<file path="config.mk">
export PLATFORM = sky130hd
export DESIGN_NAME = xp_spi_regs
export DESIGN_NICKNAME = d
export VERILOG_FILES = /design/src/rtl/xp_pkg.sv /design/src/rtl/xp_sync.sv /design/src/rtl/xp_spi_pins.sv /design/src/rtl/xp_frame_ctrl.sv /design/src/rtl/xp_reg_file.sv /design/src/rtl/xp_spi_regs.sv
export SDC_FILE = /design/constraint.sdc
export NUM_CORES = 1
export LEC_CHECK = 0
export BUFFER_PORTS_ARGS = -buffer_cell sky130_fd_sc_hd__buf_2
export CORE_MARGIN = 4
export CORE_UTILIZATION = 59
export DETAILED_ROUTE_END_ITERATION = 8
export GPL_TIMING_DRIVEN = 0
export PLACE_DENSITY = 0.93
export SLEW_MARGIN = 20
export SYNTH_ARGS = -nofsm -noshare
export SYNTH_HDL_FRONTEND = slang
export SYNTH_HIERARCHICAL = 1
export SYNTH_SLANG_ARGS = --single-unit
</file>
<file path="constraint.sdc">
create_clock -name clk_i -period 6.7 [get_ports clk_i]
set_input_delay 1.005 -clock clk_i [delete_from_list [all_inputs] [get_ports clk_i]]
set_output_delay 1.005 -clock clk_i [all_outputs]
set_load 0.02 [all_outputs]
</file>
<file path="src/rtl/xp_pkg.sv">
package xp_pkg;
  localparam int DW     = 8;
  localparam int AW     = 8;
  localparam int HWA_W  = 3;
  localparam int NREG   = 11;
  localparam int LAST_IX = NREG - 1;

  localparam int IX_DIR  = 0;
  localparam int IX_POL  = 1;
  localparam int IX_IEN  = 2;
  localparam int IX_CMP  = 3;
  localparam int IX_ICTL = 4;
  localparam int IX_CFG  = 5;
  localparam int IX_PU   = 6;
  localparam int IX_FLAG = 7;
  localparam int IX_CAP  = 8;
  localparam int IX_PORT = 9;
  localparam int IX_OLAT = 10;

  localparam int CFG_ADDR_EN_BIT = 3;
  localparam int CFG_HOLD_BIT    = 5;

  localparam logic [3:0] OPC_PREFIX = 4'h4;

  typedef enum logic [2:0] {ST_OPC, ST_ADR, ST_WR, ST_RD, ST_IGN} fstate_e;
endpackage

</file>
<file path="src/rtl/xp_sync.sv">
module xp_sync #(
  parameter int   STAGES  = 2,
  parameter logic RST_VAL = 1'b0
) (
  input  logic clk_i,
  input  logic rst_ni,
  input  logic d_i,
  output logic q_o
);
  logic [STAGES-1:0] chain;

  always_ff @(posedge clk_i or negedge rst_ni) begin
    if (!rst_ni) chain <= {STAGES{RST_VAL}};
    else         chain <= {chain[STAGES-2:0], d_i};
  end

  assign q_o = chain[STAGES-1];
endmodule

</file>
<file path="src/rtl/xp_spi_pins.sv">
module xp_spi_pins #(
  parameter int SYNC_STAGES = 2
) (
  input  logic clk_i,
  input  logic rst_ni,
  input  logic sclk_i,
  input  logic csn_i,
  input  logic mosi_i,
  output logic csn_o,
  output logic mosi_o,
  output logic rise_o,
  output logic fall_o
);
  localparam int NPIN = 3;

  logic [NPIN-1:0] pin_raw, pin_s;
  logic            sclk_d;

  assign pin_raw = {mosi_i, sclk_i, csn_i};

  for (genvar i = 0; i < NPIN; i++) begin : g_sync
    xp_sync #(
      .STAGES (SYNC_STAGES),
      .RST_VAL(i == 0)
    ) u_sync (
      .clk_i (clk_i),
      .rst_ni(rst_ni),
      .d_i   (pin_raw[i]),
      .q_o   (pin_s[i])
    );
  end

  always_ff @(posedge clk_i or negedge rst_ni) begin
    if (!rst_ni) sclk_d <= 1'b0;
    else         sclk_d <= pin_s[1];
  end

  assign csn_o  = pin_s[0];
  assign mosi_o = pin_s[2];
  assign rise_o = pin_s[1] & ~sclk_d & ~pin_s[0];
  assign fall_o = ~pin_s[1] & sclk_d & ~pin_s[0];
endmodule

</file>
<file path="src/rtl/xp_frame_ctrl.sv">
module xp_frame_ctrl
  import xp_pkg::*;
(
  input  logic             clk_i,
  input  logic             rst_ni,
  input  logic             rise_i,
  input  logic             fall_i,
  input  logic             csn_i,
  input  logic             mosi_i,
  input  logic [HWA_W-1:0] hw_addr_i,
  input  logic             addr_en_i,
  input  logic             hold_i,
  input  logic [DW-1:0]    rd_data_i,
  output logic [AW-1:0]    rd_idx_o,
  output logic             wr_en_o,
  output logic [AW-1:0]    wr_idx_o,
  output logic [DW-1:0]    wr_data_o,
  output logic [AW-1:0]    ptr_o,
  output logic             data_byte_o,
  output logic             ign_o,
  output logic             miso_o,
  output logic             miso_oe_o
);
  localparam int BCW = $clog2(DW);

  fstate_e        state_q;
  logic           is_rd_q;
  logic [BCW-1:0] bit_q;
  logic [DW-1:0]  rx_q, tx_q, rx_nxt;
  logic [AW-1:0]  ptr_q;
  logic           byte_done, opc_ok;

  function automatic logic [AW-1:0] step(input logic [AW-1:0] p, input logic hold);
    if (hold)                 return p;
    if (p >= AW'(LAST_IX))    return '0;
    return p + 1'b1;
  endfunction

  assign rx_nxt    = {rx_q[DW-2:0], mosi_i};
  assign byte_done = rise_i && (bit_q == BCW'(DW - 1));
  assign opc_ok    = (rx_nxt[7:4] == OPC_PREFIX) &&
                     (!addr_en_i || (rx_nxt[3:1] == hw_addr_i));

  always_ff @(posedge clk_i or negedge rst_ni) begin
    if (!rst_ni) begin
      state_q <= ST_OPC;
      is_rd_q <= 1'b0;
      bit_q   <= '0;
      rx_q    <= '0;
      tx_q    <= '0;
      ptr_q   <= '0;
    end else if (csn_i) begin
      state_q <= ST_OPC;
      bit_q   <= '0;
      tx_q    <= '0;
    end else begin
      if (rise_i) begin
        rx_q  <= rx_nxt;
        bit_q <= bit_q + 1'b1;
      end
      if (byte_done) begin
        unique case (state_q)
          ST_OPC: begin
            is_rd_q <= rx_nxt[0];
            state_q <= opc_ok ? ST_ADR : ST_IGN;
          end
          ST_ADR: begin
            if (is_rd_q) begin
              tx_q    <= rd_data_i;
              ptr_q   <= step(rx_nxt, hold_i);
              state_q <= ST_RD;
            end else begin
              ptr_q   <= rx_nxt;
              state_q <= ST_WR;
            end
          end
          ST_WR: ptr_q <= step(ptr_q, hold_i);
          ST_RD: begin
            tx_q  <= rd_data_i;
            ptr_q <= step(ptr_q, hold_i);
          end
          default: ;
        endcase
      end else if (fall_i && (bit_q != '0)) begin
        // bit count zero marks the fall right after a load: keep the MSB
        tx_q <= {tx_q[DW-2:0], 1'b0};
      end
    end
  end

  assign rd_idx_o    = (state_q == ST_ADR) ? rx_nxt : ptr_q;
  assign wr_en_o     = byte_done && (state_q == ST_WR);
  assign wr_idx_o    = ptr_q;
  assign wr_data_o   = rx_nxt;
  assign ptr_o       = ptr_q;
  assign data_byte_o = byte_done && ((state_q == ST_WR) || (state_q == ST_RD));
  assign ign_o       = (state_q == ST_IGN);
  assign miso_o      = tx_q[DW-1];
  assign miso_oe_o   = (state_q == ST_RD);
endmodule

</file>
<file path="src/rtl/xp_reg_file.sv">
module xp_reg_file
  import xp_pkg::*;
(
  input  logic                     clk_i,
  input  logic                     rst_ni,
  input  logic                     wr_en_i,
  input  logic [AW-1:0]            wr_idx_i,
  input  logic [DW-1:0]            wr_data_i,
  input  logic [AW-1:0]            rd_idx_i,
  output logic [DW-1:0]            rd_data_o,
  input  logic [DW-1:0]            flag_i,
  input  logic [DW-1:0]            cap_i,
  input  logic [DW-1:0]            port_i,
  output logic [NREG-1:0][DW-1:0]  regs_o
);
  logic [AW-1:0] wr_tgt;

  // port index aliases the output latch on writes
  assign wr_tgt = (wr_idx_i == AW'(IX_PORT)) ? AW'(IX_OLAT) : wr_idx_i;

  for (genvar i = 0; i < NREG; i++) begin : g_ent
    if (i == IX_FLAG) begin : g_flag
      assign regs_o[i] = flag_i;
    end else if (i == IX_CAP) begin : g_cap
      assign regs_o[i] = cap_i;
    end else if (i == IX_PORT) begin : g_port
      assign regs_o[i] = port_i;
    end else begin : g_rw
      localparam logic [DW-1:0] RV = (i == IX_DIR) ? {DW{1'b1}} : {DW{1'b0}};
      logic [DW-1:0] q;
      always_ff @(posedge clk_i or negedge rst_ni) begin
        if (!rst_ni)                              q <= RV;
        else if (wr_en_i && (wr_tgt == AW'(i)))   q <= wr_data_i;
      end
      assign regs_o[i] = q;
    end
  end

  always_comb begin
    rd_data_o = '0;
    for (int i = 0; i < NREG; i++) begin
      if (rd_idx_i == AW'(i)) rd_data_o = regs_o[i];
    end
  end
endmodule

</file>
<file path="src/rtl/xp_spi_regs.sv">
module xp_spi_regs
  import xp_pkg::*;
#(
  parameter int SYNC_STAGES = 2
) (
  input  logic             clk_i,
  input  logic             rst_ni,
  input  logic             sclk_i,
  input  logic             csn_i,
  input  logic             mosi_i,
  output logic             miso_o,
  output logic             miso_oe_o,
  input  logic [HWA_W-1:0] hw_addr_i,
  input  logic [DW-1:0]    flag_i,
  input  logic [DW-1:0]    cap_i,
  input  logic [DW-1:0]    port_i,
  output logic [DW-1:0]    dir_o,
  output logic [DW-1:0]    pol_o,
  output logic [DW-1:0]    ien_o,
  output logic [DW-1:0]    cmpv_o,
  output logic [DW-1:0]    ictl_o,
  output logic [DW-1:0]    cfg_o,
  output logic [DW-1:0]    pu_o,
  output logic [DW-1:0]    olat_o
);
  logic                    csn_s, mosi_s, rise, fall;
  logic [AW-1:0]           rd_idx, wr_idx, ptr;
  logic [DW-1:0]           rd_data, wr_data;
  logic                    wr_en, data_byte, ign;
  logic [NREG-1:0][DW-1:0] regs;

  xp_spi_pins #(.SYNC_STAGES(SYNC_STAGES)) u_pins (
    .clk_i (clk_i),
    .rst_ni(rst_ni),
    .sclk_i(sclk_i),
    .csn_i (csn_i),
    .mosi_i(mosi_i),
    .csn_o (csn_s),
    .mosi_o(mosi_s),
    .rise_o(rise),
    .fall_o(fall)
  );

  xp_frame_ctrl u_frame (
    .clk_i      (clk_i),
    .rst_ni     (rst_ni),
    .rise_i     (rise),
    .fall_i     (fall),
    .csn_i      (csn_s),
    .mosi_i     (mosi_s),
    .hw_addr_i  (hw_addr_i),
    .addr_en_i  (regs[IX_CFG][CFG_ADDR_EN_BIT]),
    .hold_i     (regs[IX_CFG][CFG_HOLD_BIT]),
    .rd_data_i  (rd_data),
    .rd_idx_o   (rd_idx),
    .wr_en_o    (wr_en),
    .wr_idx_o   (wr_idx),
    .wr_data_o  (wr_data),
    .ptr_o      (ptr),
    .data_byte_o(data_byte),
    .ign_o      (ign),
    .miso_o     (miso_o),
    .miso_oe_o  (miso_oe_o)
  );

  xp_reg_file u_regs (
    .clk_i    (clk_i),
    .rst_ni   (rst_ni),
    .wr_en_i  (wr_en),
    .wr_idx_i (wr_idx),
    .wr_data_i(wr_data),
    .rd_idx_i (rd_idx),
    .rd_data_o(rd_data),
    .flag_i   (flag_i),
    .cap_i    (cap_i),
    .port_i   (port_i),
    .regs_o   (regs)
  );

  assign dir_o  = regs[IX_DIR];
  assign pol_o  = regs[IX_POL];
  assign ien_o  = regs[IX_IEN];
  assign cmpv_o = regs[IX_CMP];
  assign ictl_o = regs[IX_ICTL];
  assign cfg_o  = regs[IX_CFG];
  assign pu_o   = regs[IX_PU];
  assign olat_o = regs[IX_OLAT];
endmodule

</file>
==> Word level (Yosys, flattened, before mapping) <==
Cells that the tools add are included.
{ "op_classes": {"addsub": 3, "mux": 63, "order_cmp": 2, "n_bitwise": 7, "eq_ne": 26, "reduce_logical": 28} }
{ "ops": {"columns": ["operator", "n"], "rows": [
  ["$mux 8", 28],
  ["$eq 8x3->1 const B", 7],
  ["$eq 8x4->1 const B", 5],
  ["$eq 8x2->1 const B", 4],
  ["$mux 1", 27],
  ["$pmux 8 s3", 1],
  ["$add 8x1->8 const B", 2],
  ["$eq 8x1->1 const B", 2],
  ["$ge 8x4->1 const B", 2],
  ["$logic_not 8->1", 2],
  ["$pmux 8 s2", 1],
  ["$mux 3", 5],
  ["$logic_and 1x1->1", 12],
  ["$reduce_bool 3->1", 4],
  ["$reduce_and 3->1", 3],
  ["$eq 3x2->1 const B", 2],
  ["$pmux 3 s2", 1],
  ["$and 1x1->1", 4],
  ["$eq 4x3->1 const B", 1],
  ["$ne 4x3->1 const B", 1],
  ["$ne 4x4->1 const B", 1],
  ["$reduce_and 2->1", 2],
  ["$reduce_bool 2->1", 2],
  ["$add 3x1->3 const B", 1],
  ["other kinds (7)", 9]
]} }
{ "word_totals": {"in_bits": 32, "regBits": 101, "out_inout_bits": 66, "elab_cells": 147} }

==> Longest topological paths before layout <==
Gate-level depths: netlist (run 1).
{ "depth": {"ltp_word": 18, "ltp_mapped": 15} }

==> Modules after synthesis <==
The synthesis (run 1) kept the hierarchy.
{ "by_module_without_submodules": {"columns": ["module", "cells_per_inst", "instances", "area_per_inst_um2"], "rows": [
  ["xp_reg_file", 315, 1, 3687.3],
  ["xp_frame_ctrl", 202, 1, 1976.9],
  ["xp_sync at u_pins.g_sync[1].u_sync ...", 2, 2, 50.0],
  ["xp_sync at u_pins.g_sync[0].u_sync", 2, 1, 52.6],
  ["xp_spi_pins", 3, 1, 40.0]
]} }

==> Worst setup path after synthesis (run 1) <==
No wires, ideal clock.
{ "synth_path": {"path_type": "register to register", "start": "reg u_frame.state_q[1]", "end": "reg u_frame.tx_q[0]", "setup_slack_ns": 3.558, "path_stages_with_launch": 12, "period_less_slack_ns": 3.142, "arrival_ns": 3.017, "setup_time_ns": 0.125, "path_buffers": 3, "t_required_ns": 6.575, "path_cell_list": "dfrtp_1 > buf_4 > nor3b_1 > clkbuf_1 > mux2_2 > or4_1 > clkbuf_1 > nor3_1 > a32o_1 > a32oi_1 > nor3b_1 > mux2_2"} }
{ "synth_via": {"elab_chain_len": 18, "word_cells_on_any_way": 32, "classes_between": "eq/ne (14); mux (16); reduce/logical (2)"} }
{ "synth_lines": {"columns": ["element", "line", "text"], "rows": [
  ["from (decl)", "xp_frame_ctrl.sv:26", "fstate_e state_q;"],
  ["from (signal assigned)", "xp_frame_ctrl.sv:65", "state_q <= opc_ok ? ST_ADR : ST_IGN;"],
  ["$eq 3x1->1 (*)", "xp_frame_ctrl.sv:91", "assign rd_idx_o = (state_q == ST_ADR) ? rx_nxt : ptr_q;"],
  ["$mux 8 (*)", "xp_frame_ctrl.sv:91", null],
  ["net rd_idx[5]", "xp_spi_regs.sv:27", "logic [AW-1:0] rd_idx, wr_idx, ptr;"],
  ["$logic_not 8->1", "xp_reg_file.sv:42", "if (rd_idx_i == AW'(i)) rd_data_o = regs_o[i];"],
  ["$mux 8 (10 in a row)", "xp_reg_file.sv:42", null],
  ["$mux 8 (*)", "xp_reg_file.sv:42", null],
  ["net rd_data[0]", "xp_spi_regs.sv:28", "logic [DW-1:0] rd_data, wr_data;"],
  ["$mux 8", "xp_frame_ctrl.sv:68", "if (is_rd_q) begin"],
  ["$pmux 8 s2 (*)", "xp_frame_ctrl.sv:62", "unique case (state_q)"],
  ["$mux 8 (*)", "xp_frame_ctrl.sv:61", "if (byte_done) begin"],
  ["$mux 8 (*)", "xp_frame_ctrl.sv:52", "end else if (csn_i) begin"],
  ["to (signal assigned)", "xp_frame_ctrl.sv:69", "tx_q <= rd_data_i;"],
  ["to (signal assigned)", "xp_frame_ctrl.sv:79", "tx_q <= rd_data_i;"],
  ["to (signal assigned)", "xp_frame_ctrl.sv:86", "tx_q <= {tx_q[DW-2:0], 1'b0};"],
  ["to (decl)", "xp_frame_ctrl.sv:29", "logic [DW-1:0] rx_q, tx_q, rx_nxt;"]
]} }
Mark *: on every way through the listed nets, which the timed path passes. The rest lies on a longest branch. The select of a mux whose other input is x is not followed.
A chain may end at the register's enable or synchronous reset.

==> Worst setup path after layout (run 1) <==
{ "layout_path": {"start": "reg u_frame.state_q[1]", "end": "reg u_frame.tx_q[6]"} }
Same word-level chain as after synthesis.

==> results.yml, run 1 <==
critical_path:
  end_kind: "flip-flop"
  required_ps: 7020
  rr_worst_depth: 13
  start_kind: "flip-flop"
  criticalPathCategory: "flip-flop to flip-flop"
  arrival_ps: 4100
  slowest_stage: "buf_1"
  cp_max_fo: 10
  cp_cell_sequence: "buf_4 > nor3b_1 > clkbuf_1 > mux2_2 > clkbuf_1 > buf_1 > nand4b_1 > o211ai_1 > a221oi_1 > o32ai_1 > nand2_1 > a21oi_1 > mux2_2"
  slowest_delay_ps: 440
sta:
  finalHoldViolCount: 0
  fmax_ghz: 0.2642
  worst_slew_pin_slew_ps: 782.5
  rsz0062_at_grt: "false"
  skew_ps: 13.09
  drv_slew: 0
  timing.final.crit_share_pct: 56.49
  period_needed_ps: 3785
  relSlewSlack_pct: 47.55
  setup_viol: 0
  hold_slack_ps: 363.5
  tns_ps: 0
clocking:
  ctsHtreeMaxLevel: 3
  clk-insertion-delay-late_ps: 370
  cts_setup_buffers: 0
  cts_sinks: 101
  clkSlewWorstSetupHoldPaths_ps: 100
  holdBufCountCts: 0
  numCtsBuffers: 9
  max-clock-path-buffers: 2
  post_cts_resized: 0
  cts_root_buf: "clkbuf_8"
  cts_tree: "built"
placement:
  hpwl_mm: 11.49
  portBuffers: 97
  routabilityCongestion: 0.9532
power_and_ir_drop:
  internal-power_mw: 0.8024
  power.share.clock_pct: 32.3
  vdd_drop_max_uv: 103.4
  p_switching_mw: 0.3113
  p_comb_share_pct: 8.2
  cellPowerDensity_mw_per_mm2: 170.7
  swShare_pct: 27.95
  leakage_nw: 3.209
  power_frac_seq_pct: 59.5
synth:
  syn-num-nets: 539
  syn_area_mm2: 0.005668
  synth_cells: 500
  synth_warnings: 6
  avgSynthCellArea_um2: 11.34
global_route:
  grt_pass1_vias: 4886
  antenna_found_initial: 0
  grt_pass1_wl_mm: 25.57
  grt_max_degree: 65
  grt_overflow: 0
  grt_util_all_layers_pct: 29.02
finish:
  nets: 648
  num_antenna_cells: 0
  final_layout_size_suffix_gt1_share_pct: 42.02
  syn_to_final_growth_pct: 15.14
die:
  die_w_um: 106.0
  core_mm2: 0.009284
  fp.dieH_um: 106.0
  rows: 35
  ioPinCount: 98
  initial_core_util_pct: 61.05
  dieArea_mm2: 0.01124
route:
  antenna_left: 0
  via_per_inst: 6.338
  wl_per_cell_um: 21.50
  firstDrtPassIters: 5
  drt_wl_total_mm: 15.98
  drt_iter0_markers: 432
  remaining_drc_errors: 0
  dr_total_vias: 4709
outcome:
  run_status: "complete, no violations"
flow_run:
  cap_violations: 0
worst_hold_path:
  hold-path-cell-count: 0
  min_path_type: "flip-flop to flip-flop"
area by class of cell:
type                    instances  area, um2
fillers                       682       2758
clock inverters                 5      36.28
flip-flops and latches        101       2540
well taps                     129      161.4
multi-input cells             349       2872
repair buffers                 98      519.2
inverters                      12      45.04
plain buffers                  38      211.5
clock buffers                  11      141.4
path summary, 6_finish.rpt:
path                       slack, ps                                         end                                       start
setup reg to reg                2910                 u_frame/tx_q[6]$_DFFE_PN0P_              u_frame/state_q[1]$_DFFE_PN0P_
min in group asynchronous        520       u_regs/g_ent[3].g_rw.q[1]$_DFFE_PN0P_                                      rst_ni
setup / recovery                2910                 u_frame/tx_q[6]$_DFFE_PN0P_              u_frame/state_q[1]$_DFFE_PN0P_
max in group asynchronous       5510  u_pins/g_sync[0].u_sync/chain[0]$_DFF_PN1_                                      rst_ni
hold / removal                   360  u_pins/g_sync[0].u_sync/chain[1]$_DFF_PN1_  u_pins/g_sync[0].u_sync/chain[0]$_DFF_PN1_
hold reg to reg                  360  u_pins/g_sync[0].u_sync/chain[1]$_DFF_PN1_  u_pins/g_sync[0].u_sync/chain[0]$_DFF_PN1_
metrics by stage:
stage / power [mW] / setup slack, ps / area [um2] / instances / util [%]
floorplan: 0.7030 / 3563 / 5668 / 500 / -
global placement: 0.7521 / 3152 / 6315 / 726 / 68.02
detailed placement: 0.7615 / 3024 / 6349 / 727 / 68.38
CTS: 1.112 / 2991 / 6526 / 743 / 70.30
global route: 1.154 / 2773 / 6526 / 743 / 70.30
finish: 1.114 / 2915 / 6526 / 743 / 70.30
cells in the final DEF (no fill, tap or decap), drive strengths merged, types with 7 or more instances in the layout:
cell      n
clkbuf   26
o21ai    16
nor2     23
nor2b     7
dfstp    10
xor2      7
ha        7
nand2    30
inv      13
a21oi    12
mux2     93
nor3     13
mux2i     9
dfrtp    91
buf     121
nand2b   12
metal layers:
| metal | routed length [um] | part of all wire (%) | GRT usage [%] | up-vias |
|---|---|---|---|---|
| met2 | 7676 | 48 | 48.09 | 300 |
| met4 | 356 | 2.2 | 11.75 | 0 |
| li1 | - | - | - | 2057 |
| met1 | 6326 | 40 | 37.86 | 2311 |
| met3 | 1619 | 10 | 5.222 | 41 |
| met5 | 0 | 0 | 0 | - |
sequential cells by signal, indices dropped and copies added (netlist names):
name                        flops
u_pins/g_sync.u_sync/chain      6
u_frame/rx_q                    7
u_frame/tx_q                    8
u_frame/state_q                 3
u_frame/is_rd_q                 1
u_pins/sclk_d                   1
u_frame/ptr_o                   8
u_regs/g_ent.g_rw.q            64
u_frame/bit_q                   3
power by group through the flow:
stage                     clock [mW]  sequential [mW]  combinational [mW]
final                          0.360            0.662              0.0916
after global routing           0.390            0.663               0.101
after CTS                      0.362            0.660              0.0905
after detailed placement           0            0.671              0.0900
after global placement             0            0.669              0.0830
after floorplan                    0            0.653              0.0504
worst max-delay path: cells and delay by family (launching register included):
kind	cells	cell delay (ps)
AO/OA/AOI/OAI	4	870
buffers and inverters	4	1470
flip-flops	1	390
multiplexers	2	540
AND/OR/NAND/NOR	3	470
Note: power is estimated with default switching activity, not from simulation.
==> run 2: changes to the inputs <==
- CORE_UTILIZATION: 59 -> 51
- PLACE_DENSITY: 0.93 -> 0.86
- clock period: 6.7 -> 3.4 ns (I/O delays scaled with it)
==> run 2 against run 1 <==
  * Fmax increased by 16%
  * Sequential share of layout area decreased by 0.75 points
  * Combinational power increased by 97%
  * First-iteration DRC count decreased by 17%
  * Highest routed layer unchanged
==> results.yml, run 2 (synthesis gave the netlist of run 1 again) <==
sta:
  drv_slew: 0
  period_needed_ps: 3270
  skew_ps: 19.78
  worst_slew_pin_slew_ps: 793.9
  setup_viol: 0
  hold_slack_ps: 233.0
  fmax_ghz: 0.3058
  timing.final.crit_share_pct: 96.18
  tns_ps: 0
  finalHoldViolCount: 0
  layout_setup_ws_ps: 130.0
  rsz0062_at_grt: "false"
  relSlewSlack_pct: 46.79
global_route:
  grt_max_degree: 75
  grt_util_all_layers_pct: 25.68
  antenna_found_initial: 0
  grt_pass1_wl_mm: 25.65
  grt_overflow: 0
  grt_pass1_vias: 4639
die:
  die_w_um: 113.4
  dieArea_mm2: 0.01286
  core_mm2: 0.01084
  ioPinCount: 98
  rows: 38
  fp.dieH_um: 113.4
  initial_core_util_pct: 52.29
route:
  remaining_drc_errors: 0
  dr_total_vias: 4584
  wl_per_cell_um: 21.64
  via_per_inst: 6.063
  drt_iter0_markers: 359
  drt_wl_total_mm: 16.36
  firstDrtPassIters: 5
  antenna_left: 0
critical_path:
  arrival_ps: 3530
  slowest_delay_ps: 590
  criticalPathCategory: "flip-flop to flip-flop"
  cp_cell_sequence: "buf_4 > nor3b_2 > buf_4 > mux2_2 > or4_1 > clkbuf_4 > or2_2 > nor2_1 > o32ai_1 > nand2_1 > a21oi_1 > mux2_2"
  path_delay_family: "simple AND/OR/NAND/NOR gates"
  start_kind: "flip-flop"
  required_ps: 3660
  slowest_stage: "or4_1"
  end_kind: "flip-flop"
  critPathBufInv: 3
  cp_max_fo: 10
finish:
  regMostFlops: "u_regs/g_ent.g_rw.q"
  final_layout_size_suffix_gt1_share_pct: 44.48
  final_cell_mix: "buf_2 (106), mux2_2 (93), dfrtp_1 (91)"
  layout_commonest_cell: "buf_2"
  largest_register_ffs: 64
  design_area_mm2: 0.006655
  nets: 650
  num_antenna_cells: 0
  syn_to_final_growth_pct: 17.42
placement:
  dpl_cell_area_mm2: 0.006362
  dp_slack_ps: -298.5
  hpwl_mm: 11.73
  portBuffers: 97
  routabilityCongestion: 1.003
clocking:
  cts_sinks: 101
  max-clock-path-buffers: 2
  ctsHtreeMaxLevel: 3
  numCtsBuffers: 9
  cts_setup_buffers: 0
  cts_root_buf: "clkbuf_8"
  clkSlewWorstSetupHoldPaths_ps: 90
  cts_tree: "built"
  clk-insertion-delay-late_ps: 380
power_and_ir_drop:
  leakage_nw: 3.289
  vdd_drop_max_uv: 191.4
  cellPowerDensity_mw_per_mm2: 350.9
  total_power_mw: 2.335
worst_hold_path:
  min_path_type: "primary input to flip-flop"
outcome:
  run_status: "complete, no violations"
flow_run:
  cap_violations: 0
run 2: cell count changes in the layout (fill, tap and decap cells not counted), moves of 2 or more:
cell,before,now
clkbuf_2,0,4
buf_2,103,106
nor2_1,23,21
nor3_2,1,3
nor3_1,11,8
clkbuf_1,16,10
buf_1,3,1
bufinv_16,0,2
clkinvlp_4,3,0
run 2: final timing paths:
kind / startpoint / to / slack, ps / depth (start not counted)
min in group asynchronous: rst_ni / u_regs/g_ent[3].g_rw.q[2]$_DFFE_PN0P_ / 580 / 2
worst max-delay path: u_frame/state_q[1]$_DFFE_PN0P_ / u_frame/tx_q[6]$_DFFE_PN0P_ / 130 / 12
max in group asynchronous: rst_ni / u_pins/g_sync[0].u_sync/chain[0]$_DFF_PN1_ / 2120 / 3
worst min register to register: u_pins/g_sync[2].u_sync/chain[0]$_DFF_PN0_ / u_pins/g_sync[2].u_sync/chain[1]$_DFF_PN0_ / 360 / 0
worst min-delay path: csn_i / u_pins/g_sync[0].u_sync/chain[0]$_DFF_PN1_ / 230 / 1
worst max register to register: u_frame/state_q[1]$_DFFE_PN0P_ / u_frame/tx_q[6]$_DFFE_PN0P_ / 130 / 12
run 2: per-stage QoR:
stage	utilization, %	instances
floorplan	-	500
global placement	58.38	737
detailed placement	58.69	738
CTS	60.94	755
global route	61.39	756
finish	61.39	756
run 2: routing by layer:
metal  vias to the layer above  track usage (%)  wire length (um)
met5                         -                0                 0
met1                      2303            36.39              7206
met4                         0            8.013               258
met2                       189            40.60              7726
met3                        19            4.456              1172
li1                       2073                -                 -
run 2: power by group:
part | internal (mW) | total [mW] | switching [mW]
logic | 0.0703 | 0.180 | 0.110
registers | 1.22 | 1.31 | 0.0845
clock network | 0.419 | 0.847 | 0.428
run 2: final cells by class:
type                       count  area, um2
fill                         909       4185
tap                          140      175.2
clock buffer                  11      131.4
clock inverter                 5      82.58
buffer                        38      227.7
sequential                   101       2540
multi-input combinational    349       2913
timing repair buffer         100      540.5
inverter                      12      45.04
run 2: what timing repair did:
action | CTS | global route
hold buffers | 1 | 0
hold endpoints to repair | 12 | 0
gates resized for setup | 8 | 22
endpoints found under the setup margin | 8 | 8
gates cloned | 0 | 1
==> run 3: changes to the inputs <==
- MAX_ROUTING_LAYER: default -> met4
- RECOVER_POWER: default -> 100
==> run 3 against run 2 <==
  * Wire length down 1.2%
  * Setup slack got worse by 110 ps
  * Fmax is 3.2% lower
  * Worst hold slack got worse by 7.6 ps
  * The run now ends with capacitance limit, slew limit left
  * Critical path type unchanged
  * First-iteration DRC count rose by 35%
  * Critical path depth did not move
  * Via count increased by 1.5%
  * Sequential share of layout area grew 0.74 points
  * Sequential power is essentially flat
  * Utilization shrank 1.2 points
  * Non-clock buffer count shrank 1
  * Register-to-register slack worse by 110 ps
==> results.yml, run 3 (synthesis gave the netlist of run 1 again) <==
sta:
  finalHoldViolCount: 0
  skew_ps: 19.68
  timing.final.crit_share_pct: 99.32
  fmax_ghz: 0.2961
  drv_slew: 28
  worst_slew_pin_slew_ps: 1539
  relSlewSlack_pct: -2.625
  setup_viol: 0
  period_needed_ps: 3377
  hold_slack_ps: 225.4
finish:
  final_util_pct: 60.23
  regMostFlops: "u_regs/g_ent.g_rw.q"
  seq_area_mm2: 0.002540
  final_cell_mix: "mux2_2 (93), dfrtp_1 (91), clkbuf_1 (74)"
  fillCellCount: 930
  multi_input_area_mm2: 0.002910
  layout_commonest_cell: "mux2_2"
  largest_register_ffs: 64
  design_area_mm2: 0.006529
  final_layout_size_suffix_gt1_share_pct: 33.66
  nets: 649
  num_antenna_cells: 0
  syn_to_final_growth_pct: 15.19
die:
  fp.dieH_um: 113.4
  core_mm2: 0.01084
  die_w_um: 113.4
  ioPinCount: 98
  dieArea_mm2: 0.01286
  initial_core_util_pct: 52.29
  rows: 38
outcome:
  failed_checks: "capacitance limit, slew limit"
  run_status: "finished with violations"
route:
  dr_total_vias: 4654
  drt_iter0_markers: 485
  antenna_left: 0
  drt_wl_total_mm: 16.17
  via_per_inst: 6.164
  firstDrtPassIters: 5
  remaining_drc_errors: 0
  wl_per_cell_um: 21.42
clocking:
  clk-insertion-delay-late_ps: 390
  ctsHtreeMaxLevel: 3
  cts_tree: "built"
  clkSlewWorstSetupHoldPaths_ps: 100
  numCtsBuffers: 9
  cts_root_buf: "clkbuf_8"
  max-clock-path-buffers: 2
  cts_sinks: 101
critical_path:
  required_ps: 3670
  arrival_ps: 3650
  cp_max_fo: 10
  end_kind: "flip-flop"
  criticalPathCategory: "flip-flop to flip-flop"
  start_kind: "flip-flop"
power_and_ir_drop:
  vdd_drop_max_uv: 203.1
  cellPowerDensity_mw_per_mm2: 350.4
  leakage_nw: 2.972
  total_power_mw: 2.288
global_route:
  grt_max_degree: 76
  antenna_found_initial: 0
  grt_overflow: 0
  grt_pass1_vias: 4725
  grt_util_all_layers_pct: 26.74
  grt_pass1_wl_mm: 25.94
worst_hold_path:
  min_path_type: "primary input to flip-flop"
placement:
  dpl_cell_area_mm2: 0.006362
  hpwl_mm: 11.83
  portBuffers: 97
  routabilityCongestion: 1.002
flow_run:
  cap_violations: 1
run 3: timing repair:
item,CTS,global route
resized for setup,8,24
setup endpoints to repair,8,8
cloned,0,0
setup buffers,0,0
hold buffers,1,0
endpoints found under the hold margin,22,0
run 3: report_power, final:
| group | leakage (nW) | internal (mW) | total, mW | switching [mW] |
|---|---|---|---|---|
| Clock | 0.106 | 0.371 | 0.811 | 0.440 |
| Sequential | 1.36 | 1.22 | 1.30 | 0.0808 |
| Combinational | 1.51 | 0.0667 | 0.172 | 0.105 |
| Total | 2.97 | 1.66 | 2.29 | 0.626 |
run 3: per-stage QoR:
stage                     TNS, ps  std cells  setup slack, ps
after floorplan                 0        500            262.9
after global placement      -1230        737           -220.4
after detailed placement    -1820        738           -324.2
after CTS                       0        755            3.862
after global routing       -184.9        755           -44.96
final                           0        755            23.24
run 3: path summary, 6_finish.rpt:
check,slack [ps],depth (start not counted),startpoint,endpoint
setup / recovery,20,12,u_frame/state_q[1]$_DFFE_PN0P_,u_frame/tx_q[5]$_DFFE_PN0P_
hold / removal,230,1,mosi_i,u_pins/g_sync[2].u_sync/chain[0]$_DFF_PN0_
setup reg to reg,20,12,u_frame/state_q[1]$_DFFE_PN0P_,u_frame/tx_q[5]$_DFFE_PN0P_
hold reg to reg,360,0,u_pins/g_sync[2].u_sync/chain[0]$_DFF_PN0_,u_pins/g_sync[2].u_sync/chain[1]$_DFF_PN0_
max in group asynchronous,480,3,rst_ni,u_regs/g_ent[1].g_rw.q[3]$_DFFE_PN0P_
min in group asynchronous,1020,2,rst_ni,u_regs/g_ent[4].g_rw.q[3]$_DFFE_PN0P_
run 3: worst max-delay path: stages (launching register included):
cell	delay, ps
dfrtp_1	390
buf_4	170
nor3b_1	220
buf_4	220
mux2_2	340
or4_1	600
buf_2	240
or2_2	370
nor2_1	150
o32ai_1	120
nand2_1	90
a21oi_1	50
mux2_2	280
run 3: layout make-up:
class                      instances  share of cell area, %
buffer                            38                  3.507
clock buffer                      11                  2.166
clock inverter                     5                  1.035
inverter                          12                 0.6899
multi-input combinational        349                  44.58
sequential                       101                  38.90
tap                              140                  2.683
timing repair buffer              99                  6.439
run 3: metal layers:
layer	wire length (um)	up-vias	share of wire, %	GRT usage (%)
li1	-	2069	-	-
met1	6890	2352	43	35.92
met2	7710	204	48	41.75
met3	1194	29	7.4	4.456
met4	377	0	2.3	8.814
met5	0	-	0	-
